[config.mk]
export PLATFORM = sky130hd
export DESIGN_NAME = mp_irq_ctrl
export DESIGN_NICKNAME = d
export VERILOG_FILES = /design/src/rtl/mpic_pkg.sv /design/src/rtl/mpic_regfile.sv /design/src/rtl/mpic_prio.sv /design/src/rtl/mpic_rdmux.sv /design/src/rtl/mp_irq_ctrl.sv
export SDC_FILE = /design/constraint.sdc
export NUM_CORES = 1
export LEC_CHECK = 0
export ABC_CLOCK_PERIOD_IN_PS = 3100
export CORE_ASPECT_RATIO = 0.7
export CORE_MARGIN = 5
export CORE_UTILIZATION = 50
export DETAILED_ROUTE_END_ITERATION = 12
export HOLD_SLACK_MARGIN = 0.02
export PLACE_DENSITY = 0.73
export SLEW_MARGIN = 20
export SYNTH_ARGS = -nofsm -noshare
export SYNTH_HDL_FRONTEND = slang
export SYNTH_SLANG_ARGS = --single-unit
[constraint.sdc]
create_clock -name clk -period 3.1 [get_ports clk]
set_input_delay 0.31 -clock clk [delete_from_list [all_inputs] [get_ports clk]]
set_output_delay 0.31 -clock clk [all_outputs]
set_load 0.02 [all_outputs]
[src/rtl/mpic_pkg.sv]
package mpic_pkg;

    localparam int AW       = 8;
    localparam int DW       = 32;
    localparam int LINES    = 16;
    localparam int NUM_W    = 4;
    localparam int IDX_W    = 4;
    localparam int EXT_W    = 4;
    localparam int CNT_W    = 4;
    localparam int MAX_CPU  = 16;

    typedef logic [LINES-1:0] vec_t;

    typedef enum logic [1:0] {
        GRP_GLOBAL = 2'd0,
        GRP_MASK   = 2'd1,
        GRP_FORCE  = 2'd2,
        GRP_EXT    = 2'd3
    } grp_e;

    typedef enum logic [2:0] {
        G_LEVEL,
        G_PEND,
        G_ALIAS,
        G_CLEAR,
        G_START,
        G_BCAST,
        G_NONE
    } gsel_e;

    typedef struct packed {
        logic             hit;
        grp_e             grp;
        gsel_e            gsel;
        logic [IDX_W-1:0] idx;
    } dec_t;

    // Word slot inside the global group selects the register; the order is
    // fixed because software and the alias depend on these offsets.
    function automatic dec_t decode(input logic [AW-1:0] a, input int unsigned ncpu);
        dec_t d;
        d.grp  = grp_e'(a[AW-1:AW-2]);
        d.idx  = a[IDX_W+1:2];
        d.gsel = G_NONE;
        d.hit  = 1'b0;
        if (a[1:0] == 2'b00) begin
            if (d.grp == GRP_GLOBAL) begin
                case (d.idx)
                    4'd0:    d.gsel = G_LEVEL;
                    4'd1:    d.gsel = G_PEND;
                    4'd2:    d.gsel = G_ALIAS;
                    4'd3:    d.gsel = G_CLEAR;
                    4'd4:    d.gsel = G_START;
                    4'd5:    d.gsel = G_BCAST;
                    default: d.gsel = G_NONE;
                endcase
                d.hit = (d.gsel != G_NONE);
            end else begin
                d.hit = (32'(d.idx) < ncpu);
            end
        end
        return d;
    endfunction

    function automatic vec_t clean(input logic [LINES-1:0] v);
        return v & ~vec_t'(1);
    endfunction

    function automatic logic [NUM_W-1:0] top_bit(input vec_t v);
        logic [NUM_W-1:0] r;
        r = '0;
        for (int i = 1; i < LINES; i++) begin
            if (v[i]) r = NUM_W'(i);
        end
        return r;
    endfunction

endpackage

[src/rtl/mpic_regfile.sv]
module mpic_regfile
    import mpic_pkg::*;
#(
    parameter int NCPU = 4
) (
    input  logic                       clk,
    input  logic                       rst,
    input  logic                       wr,
    input  dec_t                       dec,
    input  logic [DW-1:0]              wdata,
    input  logic [LINES-1:0]           lines,
    input  logic [NCPU-1:0]            ack_valid,
    input  logic [NCPU-1:0][NUM_W-1:0] ack_num,
    output vec_t                       level_q,
    output vec_t                       pending_q,
    output vec_t                       bcast_q,
    output logic [NCPU-1:0][LINES-1:0] mask_q,
    output logic [NCPU-1:0][LINES-1:0] force_q,
    output logic [NCPU-1:0][EXT_W-1:0] ext_q,
    output logic [NCPU-1:0]            idle_q,
    output logic [NCPU-1:0]            start_q,
    output logic [DW-1:0]              status_word
);

    localparam logic [NCPU-1:0] ONE      = 1;
    localparam logic [NCPU-1:0] IDLE_RST = ~ONE;

    logic glob_wr;
    logic lvl_wr, bc_wr, alias_wr, clr_wr, st_wr;

    assign glob_wr  = wr && dec.hit && (dec.grp == GRP_GLOBAL);
    assign lvl_wr   = glob_wr && (dec.gsel == G_LEVEL);
    assign bc_wr    = glob_wr && (dec.gsel == G_BCAST);
    assign alias_wr = glob_wr && (dec.gsel == G_ALIAS);
    assign clr_wr   = glob_wr && (dec.gsel == G_CLEAR);
    assign st_wr    = glob_wr && (dec.gsel == G_START);

    vec_t wr_lo, wr_hi, clr_vec, line_set, bc_set, pend_set, ack_any;
    logic [NCPU-1:0][LINES-1:0] ack_vec;
    logic [NCPU-1:0][LINES-1:0] mask_nx, force_nx;
    logic [NCPU-1:0][EXT_W-1:0] ext_nx;
    logic [NCPU-1:0]            start_nx;
    vec_t                       pending_nx;

    assign wr_lo    = clean(wdata[LINES-1:0]);
    assign wr_hi    = clean(wdata[2*LINES-1:LINES]);
    assign clr_vec  = clr_wr ? wr_lo : '0;
    assign line_set = clean(lines);
    assign bc_set   = line_set & bcast_q;
    assign pend_set = line_set & ~bcast_q;
    assign start_nx = st_wr ? (wdata[NCPU-1:0] & IDLE_RST) : '0;

    for (genvar c = 0; c < NCPU; c++) begin : g_cpu
        localparam bit IS_FIRST = (c == 0);
        logic hit_c;
        vec_t f_after_wr;

        assign hit_c = wr && dec.hit && (dec.idx == IDX_W'(c));
        assign ack_vec[c] = ack_valid[c] ? (vec_t'(1) << ack_num[c]) : '0;

        // Register write first, then clears and acknowledges, then line sets.
        assign f_after_wr = (IS_FIRST && alias_wr) ? wr_lo :
                            (hit_c && dec.grp == GRP_FORCE) ? ((force_q[c] | wr_lo) & ~wr_hi) :
                            force_q[c];
        assign force_nx[c] = (f_after_wr & ~clr_vec & ~ack_vec[c]) | bc_set;
        assign mask_nx[c]  = (hit_c && dec.grp == GRP_MASK) ? wr_lo : mask_q[c];
        assign ext_nx[c]   = (hit_c && dec.grp == GRP_EXT) ? wdata[EXT_W-1:0] : ext_q[c];
    end

    always_comb begin
        ack_any = '0;
        for (int c = 0; c < NCPU; c++) ack_any = ack_any | ack_vec[c];
    end

    assign pending_nx = (pending_q & ~clr_vec & ~ack_any) | pend_set;

    always_ff @(posedge clk) begin
        if (rst) begin
            level_q   <= '0;
            pending_q <= '0;
            bcast_q   <= '0;
            mask_q    <= '0;
            force_q   <= '0;
            ext_q     <= '0;
            idle_q    <= IDLE_RST;
            start_q   <= '0;
        end else begin
            if (lvl_wr) level_q <= wr_lo;
            if (bc_wr)  bcast_q <= wr_lo;
            pending_q <= pending_nx;
            mask_q    <= mask_nx;
            force_q   <= force_nx;
            ext_q     <= ext_nx;
            idle_q    <= idle_q & ~start_nx;
            start_q   <= start_nx;
        end
    end

    always_comb begin
        status_word                   = '0;
        status_word[DW-1 -: CNT_W]    = CNT_W'(NCPU - 1);
        status_word[NCPU-1:0]         = idle_q;
    end

endmodule

[src/rtl/mpic_prio.sv]
module mpic_prio
    import mpic_pkg::*;
#(
    parameter int NCPU = 4
) (
    input  logic                       clk,
    input  logic                       rst,
    input  vec_t                       level_q,
    input  vec_t                       pending_q,
    input  logic [NCPU-1:0][LINES-1:0] mask_q,
    input  logic [NCPU-1:0][LINES-1:0] force_q,
    output logic [NCPU-1:0][NUM_W-1:0] req_q
);

    logic [NCPU-1:0][NUM_W-1:0] req_nx;

    for (genvar c = 0; c < NCPU; c++) begin : g_arb
        vec_t cand, hi_grp, lo_grp, win;
        assign cand     = (pending_q | force_q[c]) & mask_q[c];
        assign hi_grp   = cand & level_q;
        assign lo_grp   = cand & ~level_q;
        assign win      = (hi_grp != '0) ? hi_grp : lo_grp;
        assign req_nx[c] = top_bit(win);
    end

    always_ff @(posedge clk) begin
        if (rst) req_q <= '0;
        else     req_q <= req_nx;
    end

endmodule

[src/rtl/mpic_rdmux.sv]
module mpic_rdmux
    import mpic_pkg::*;
#(
    parameter int NCPU = 4
) (
    input  dec_t                       dec,
    input  vec_t                       level_q,
    input  vec_t                       pending_q,
    input  vec_t                       bcast_q,
    input  logic [NCPU-1:0][LINES-1:0] mask_q,
    input  logic [NCPU-1:0][LINES-1:0] force_q,
    input  logic [NCPU-1:0][EXT_W-1:0] ext_q,
    input  logic [DW-1:0]              status_word,
    output logic [DW-1:0]              rdata
);

    vec_t              sel_mask, sel_force;
    logic [EXT_W-1:0]  sel_ext;

    always_comb begin
        sel_mask  = '0;
        sel_force = '0;
        sel_ext   = '0;
        for (int c = 0; c < NCPU; c++) begin
            if (dec.idx == IDX_W'(c)) begin
                sel_mask  = mask_q[c];
                sel_force = force_q[c];
                sel_ext   = ext_q[c];
            end
        end
    end

    always_comb begin
        rdata = '0;
        if (dec.hit) begin
            case (dec.grp)
                GRP_GLOBAL: begin
                    case (dec.gsel)
                        G_LEVEL: rdata = DW'(level_q);
                        G_PEND:  rdata = DW'(pending_q);
                        G_ALIAS: rdata = DW'(force_q[0]);
                        G_START: rdata = status_word;
                        G_BCAST: rdata = DW'(bcast_q);
                        default: rdata = '0;
                    endcase
                end
                GRP_MASK:  rdata = DW'(sel_mask);
                GRP_FORCE: rdata = DW'(sel_force);
                default:   rdata = DW'(sel_ext);
            endcase
        end
    end

endmodule

[src/rtl/mp_irq_ctrl.sv]
module mp_irq_ctrl
    import mpic_pkg::*;
#(
    parameter int NCPU = 4
) (
    input  logic                  clk,
    input  logic                  rst,
    input  logic [AW-1:0]         reg_addr,
    input  logic                  reg_wr,
    input  logic [DW-1:0]         reg_wdata,
    output logic [DW-1:0]         reg_rdata,
    input  logic [LINES-1:0]      irq_lines,
    input  logic [NCPU-1:0]       ack_valid,
    input  logic [NUM_W*NCPU-1:0] ack_num,
    output logic [NUM_W*NCPU-1:0] irq_req,
    output logic [NCPU-1:0]       cpu_start
);

    dec_t                       dec;
    vec_t                       level_q, pending_q, bcast_q;
    logic [NCPU-1:0][LINES-1:0] mask_q, force_q;
    logic [NCPU-1:0][EXT_W-1:0] ext_q;
    logic [NCPU-1:0]            idle_q;
    logic [DW-1:0]              status_word;
    logic [NCPU-1:0][NUM_W-1:0] req_q;

    assign dec = decode(reg_addr, NCPU);

    mpic_regfile #(.NCPU(NCPU)) u_regs (
        .clk         (clk),
        .rst         (rst),
        .wr          (reg_wr),
        .dec         (dec),
        .wdata       (reg_wdata),
        .lines       (irq_lines),
        .ack_valid   (ack_valid),
        .ack_num     (ack_num),
        .level_q     (level_q),
        .pending_q   (pending_q),
        .bcast_q     (bcast_q),
        .mask_q      (mask_q),
        .force_q     (force_q),
        .ext_q       (ext_q),
        .idle_q      (idle_q),
        .start_q     (cpu_start),
        .status_word (status_word)
    );

    mpic_prio #(.NCPU(NCPU)) u_prio (
        .clk       (clk),
        .rst       (rst),
        .level_q   (level_q),
        .pending_q (pending_q),
        .mask_q    (mask_q),
        .force_q   (force_q),
        .req_q     (req_q)
    );

    mpic_rdmux #(.NCPU(NCPU)) u_rd (
        .dec         (dec),
        .level_q     (level_q),
        .pending_q   (pending_q),
        .bcast_q     (bcast_q),
        .mask_q      (mask_q),
        .force_q     (force_q),
        .ext_q       (ext_q),
        .status_word (status_word),
        .rdata       (reg_rdata)
    );

    assign irq_req = req_q;

endmodule

==> flow_summary.yaml <==
status:
  run_status: "complete, no violations"
sta:
  maxSlewViolCount: 0
  worst_pin_slew_ns: 1.00
  finalHoldViolations: 0
  finClkSkew_ns: 0.0390
  period_share: 0.985
  setup_tns_ns: 0
  rsz0062_at_grt: "no"
  finalSetupViolCount: 0
  timing.slew.headroom: 0.331
  min_period_ns: 3.05
  max_freq_mhz: 328
cells_and_area:
  final_common_cell: "nand2_1"
  layout.nets: 1808
  diodes: 0
  utilization: 0.604
  area_delta_synth_final_pct: 19.9
  drive_gt1_frac: 0.112
  final_cell_mix: "nand2_1, a21oi_1, dfxtp_1"
  final_cells: 2074
clocking:
  tritoncts: "yes"
  max-clock-path-buffers: 3
  ctsRootBufferMaster: "clkbuf_16"
  cts_setup_buffers: 0
  numCtsBuffers: 22
  clk_pin_slew_ns: 0.06
  clk_latency_ns: 0.54
  cts_hold_buf: 0
  htreeDepth: 1
  cts.sinks: 208
  postCtsResizedCells: 0
logic_synthesis:
  synthMuxAreaShare: 0.0801
  synth_top_area_frac: 0.325
  ys_ff_latch: 208
  synth_ff_type: "dfxtp_1"
  synthTopCellsByArea: "dfxtp_1, a21oi_1, nand2_1"
  yosysSeqAreaShare: 0.325
  synthSimpleGateAreaFrac: 0.226
  netlist_instances: 1621
  yosysWarnings: 0
  synth_top_area_cell: "dfxtp_1"
  synth_cell_types: 77
  synth_edf_count: 0
  synth_compound_area_frac: 0.309
  postSynthAreaPerCell_sq_um: 7.91
  netlist_area_sq_um: 12800
  synth_fa_ha_area_frac: 0
  synth-async-reset-ratio: 0
  synth_top_family_by_area: "compound AO/OA/AOI/OAI gates"
  synth-xor-area-share: 0
routing:
  drt_drc_violations_left: 0
  wl_um: 55700
  drtIter0Drc: 2588
  wire_per_inst_um: 26.8
  drtAntennaViolNets: 0
  vias_per_cell: 6.87
  firstDrtPassIters: 7
  dr_total_vias: 14200
global_route:
  track_usage: 0.367
  grt_pass1_vias: 12900
  gr-total-overflow: 0
  grt_pass1_wl_um: 82000
  grt_max_degree: 83
  antenna_found_initial: 2
setup_path:
  path_max_fanout: 7
  crit_cells: 5
  cp.arrival_ns: 2.74
  end_kind: "primary output"
  crit_family: "buffers and inverters"
  worstPathCellList: "buf_4 -> mux4_1 -> a221oi_2 -> nor2_1 -> clkdlybuf4s50_1"
  cp.required_ns: 2.79
  worstSetupStartpointType: "flip-flop"
  crit_slowest_cell: "mux4_1"
  reg2reg_from: "u_regs.pending_q[14]"
  worstSetupPathType: "flip-flop to primary output"
  worst-path-buf-inv: 2
  max_stage_delay_ns: 0.55
  reg2reg_depth: 7
  crit_path_start: "u_regs.pending_q[3]"
placement:
  dp_cells: 2036
  dp_hpwl_um: 42800
  port_buffers: 113
  place.gp.congestion: 1.12
power:
  ir_worst_vdd_v: 0.000413
  totalPowerFinal_uw: 5900
  leakage_uw: 0.00579
  power_density_nw_per_um2: 384
run:
  cap_violations: 0
die:
  coreArea_sq_um: 25400
  die_h_um: 144
  io_pins: 131
  initial_core_util: 0.504
  die_w_um: 201
  std_cell_rows: 49
  fp.dieArea_sq_um: 29000
worst_hold_path:
  min-delay-path-class: "primary input to flip-flop"
  holdPathStages: 2
  hp-start: "rst"
[final timing paths]
path              slack [ns]          endpoint
hold reg to reg         0.46   u_regs.ext_q[9]
hold / removal          0.28  u_prio.req_q[14]
setup reg to reg        0.17   u_prio.req_q[5]
setup / recovery        0.05      reg_rdata[3]
[through the flow]
stage | setup WS, ns | instance area, sq um | hold WS, ns
floorplan | 0.834 | 12900 | 0.424
global placement | 0.0821 | 14700 | 0.444
global route | 0.00286 | 15400 | 0.295
finish | 0.0478 | 15400 | 0.283
detailed placement | 0.0879 | 14700 | 0.453
CTS | 0.0712 | 15400 | 0.267
[registers in the layout, summed over array words and instances, names as in the netlist]
register,count
u_regs.force_q,64
u_regs.mask_q,60
u_prio.req_q,16
u_regs.ext_q,16
u_regs.pending_q,16
u_regs.bcast_q,15
u_regs.level_q,15
u_regs.idle_q,3
u_regs.start_q,3
[logic make-up (layout without fill, tap and decap cells)]
group | Yosys count | in the layout
AND/OR/NAND/NOR | 608 | 608
flip-flops | 208 | 208
multiplexers | 86 | 86
buffers and inverters | 162 | 270
AO/OA/AOI/OAI | 556 | 556
other | 1 | 15
[power breakdown]
part           internal [uW]  switching (uW)
registers               2690            45.6
clock network           1430            1150
logic                    215             366
total                   4330            1570
[layout make-up]
type	count	area, sq um
clock buffer	33	642
fill	2245	10100
multi-input combinational	1265	7970
tap	331	414
inverter	6	22.5
timing repair buffer	226	2120
sequential	208	4160
clock inverter	5	40.0
[cells in the mapped netlist (all sizes together), types with 26 or more instances]
master	n
nand4	26
dfxtp	208
buf	60
a22o	29
a2111o	29
nand2	214
nand2b	26
o21ai	34
nand3	83
clkbuf	96
a21oi	210
and2	28
o211ai	73
mux2i	73
o221ai	41
nor2	146
[worst reg2reg max path: cells and delay by family (launching register included)]
| kind | cells | cell delay, ns |
|---|---|---|
| flip-flops | 1 | 0.48 |
| AO/OA/AOI/OAI | 4 | 1.29 |
| AND/OR/NAND/NOR | 3 | 1.01 |
[routing by layer]
metal,vias to the layer above,wire (um),GRT usage
met5,-,22,0
met3,116,10000,0.167
met2,1134,20900,0.490
met4,4,1250,0.0719
met1,6724,23500,0.541
li1,6262,-,-
Note: power is estimated with default switching activity, not from simulation.
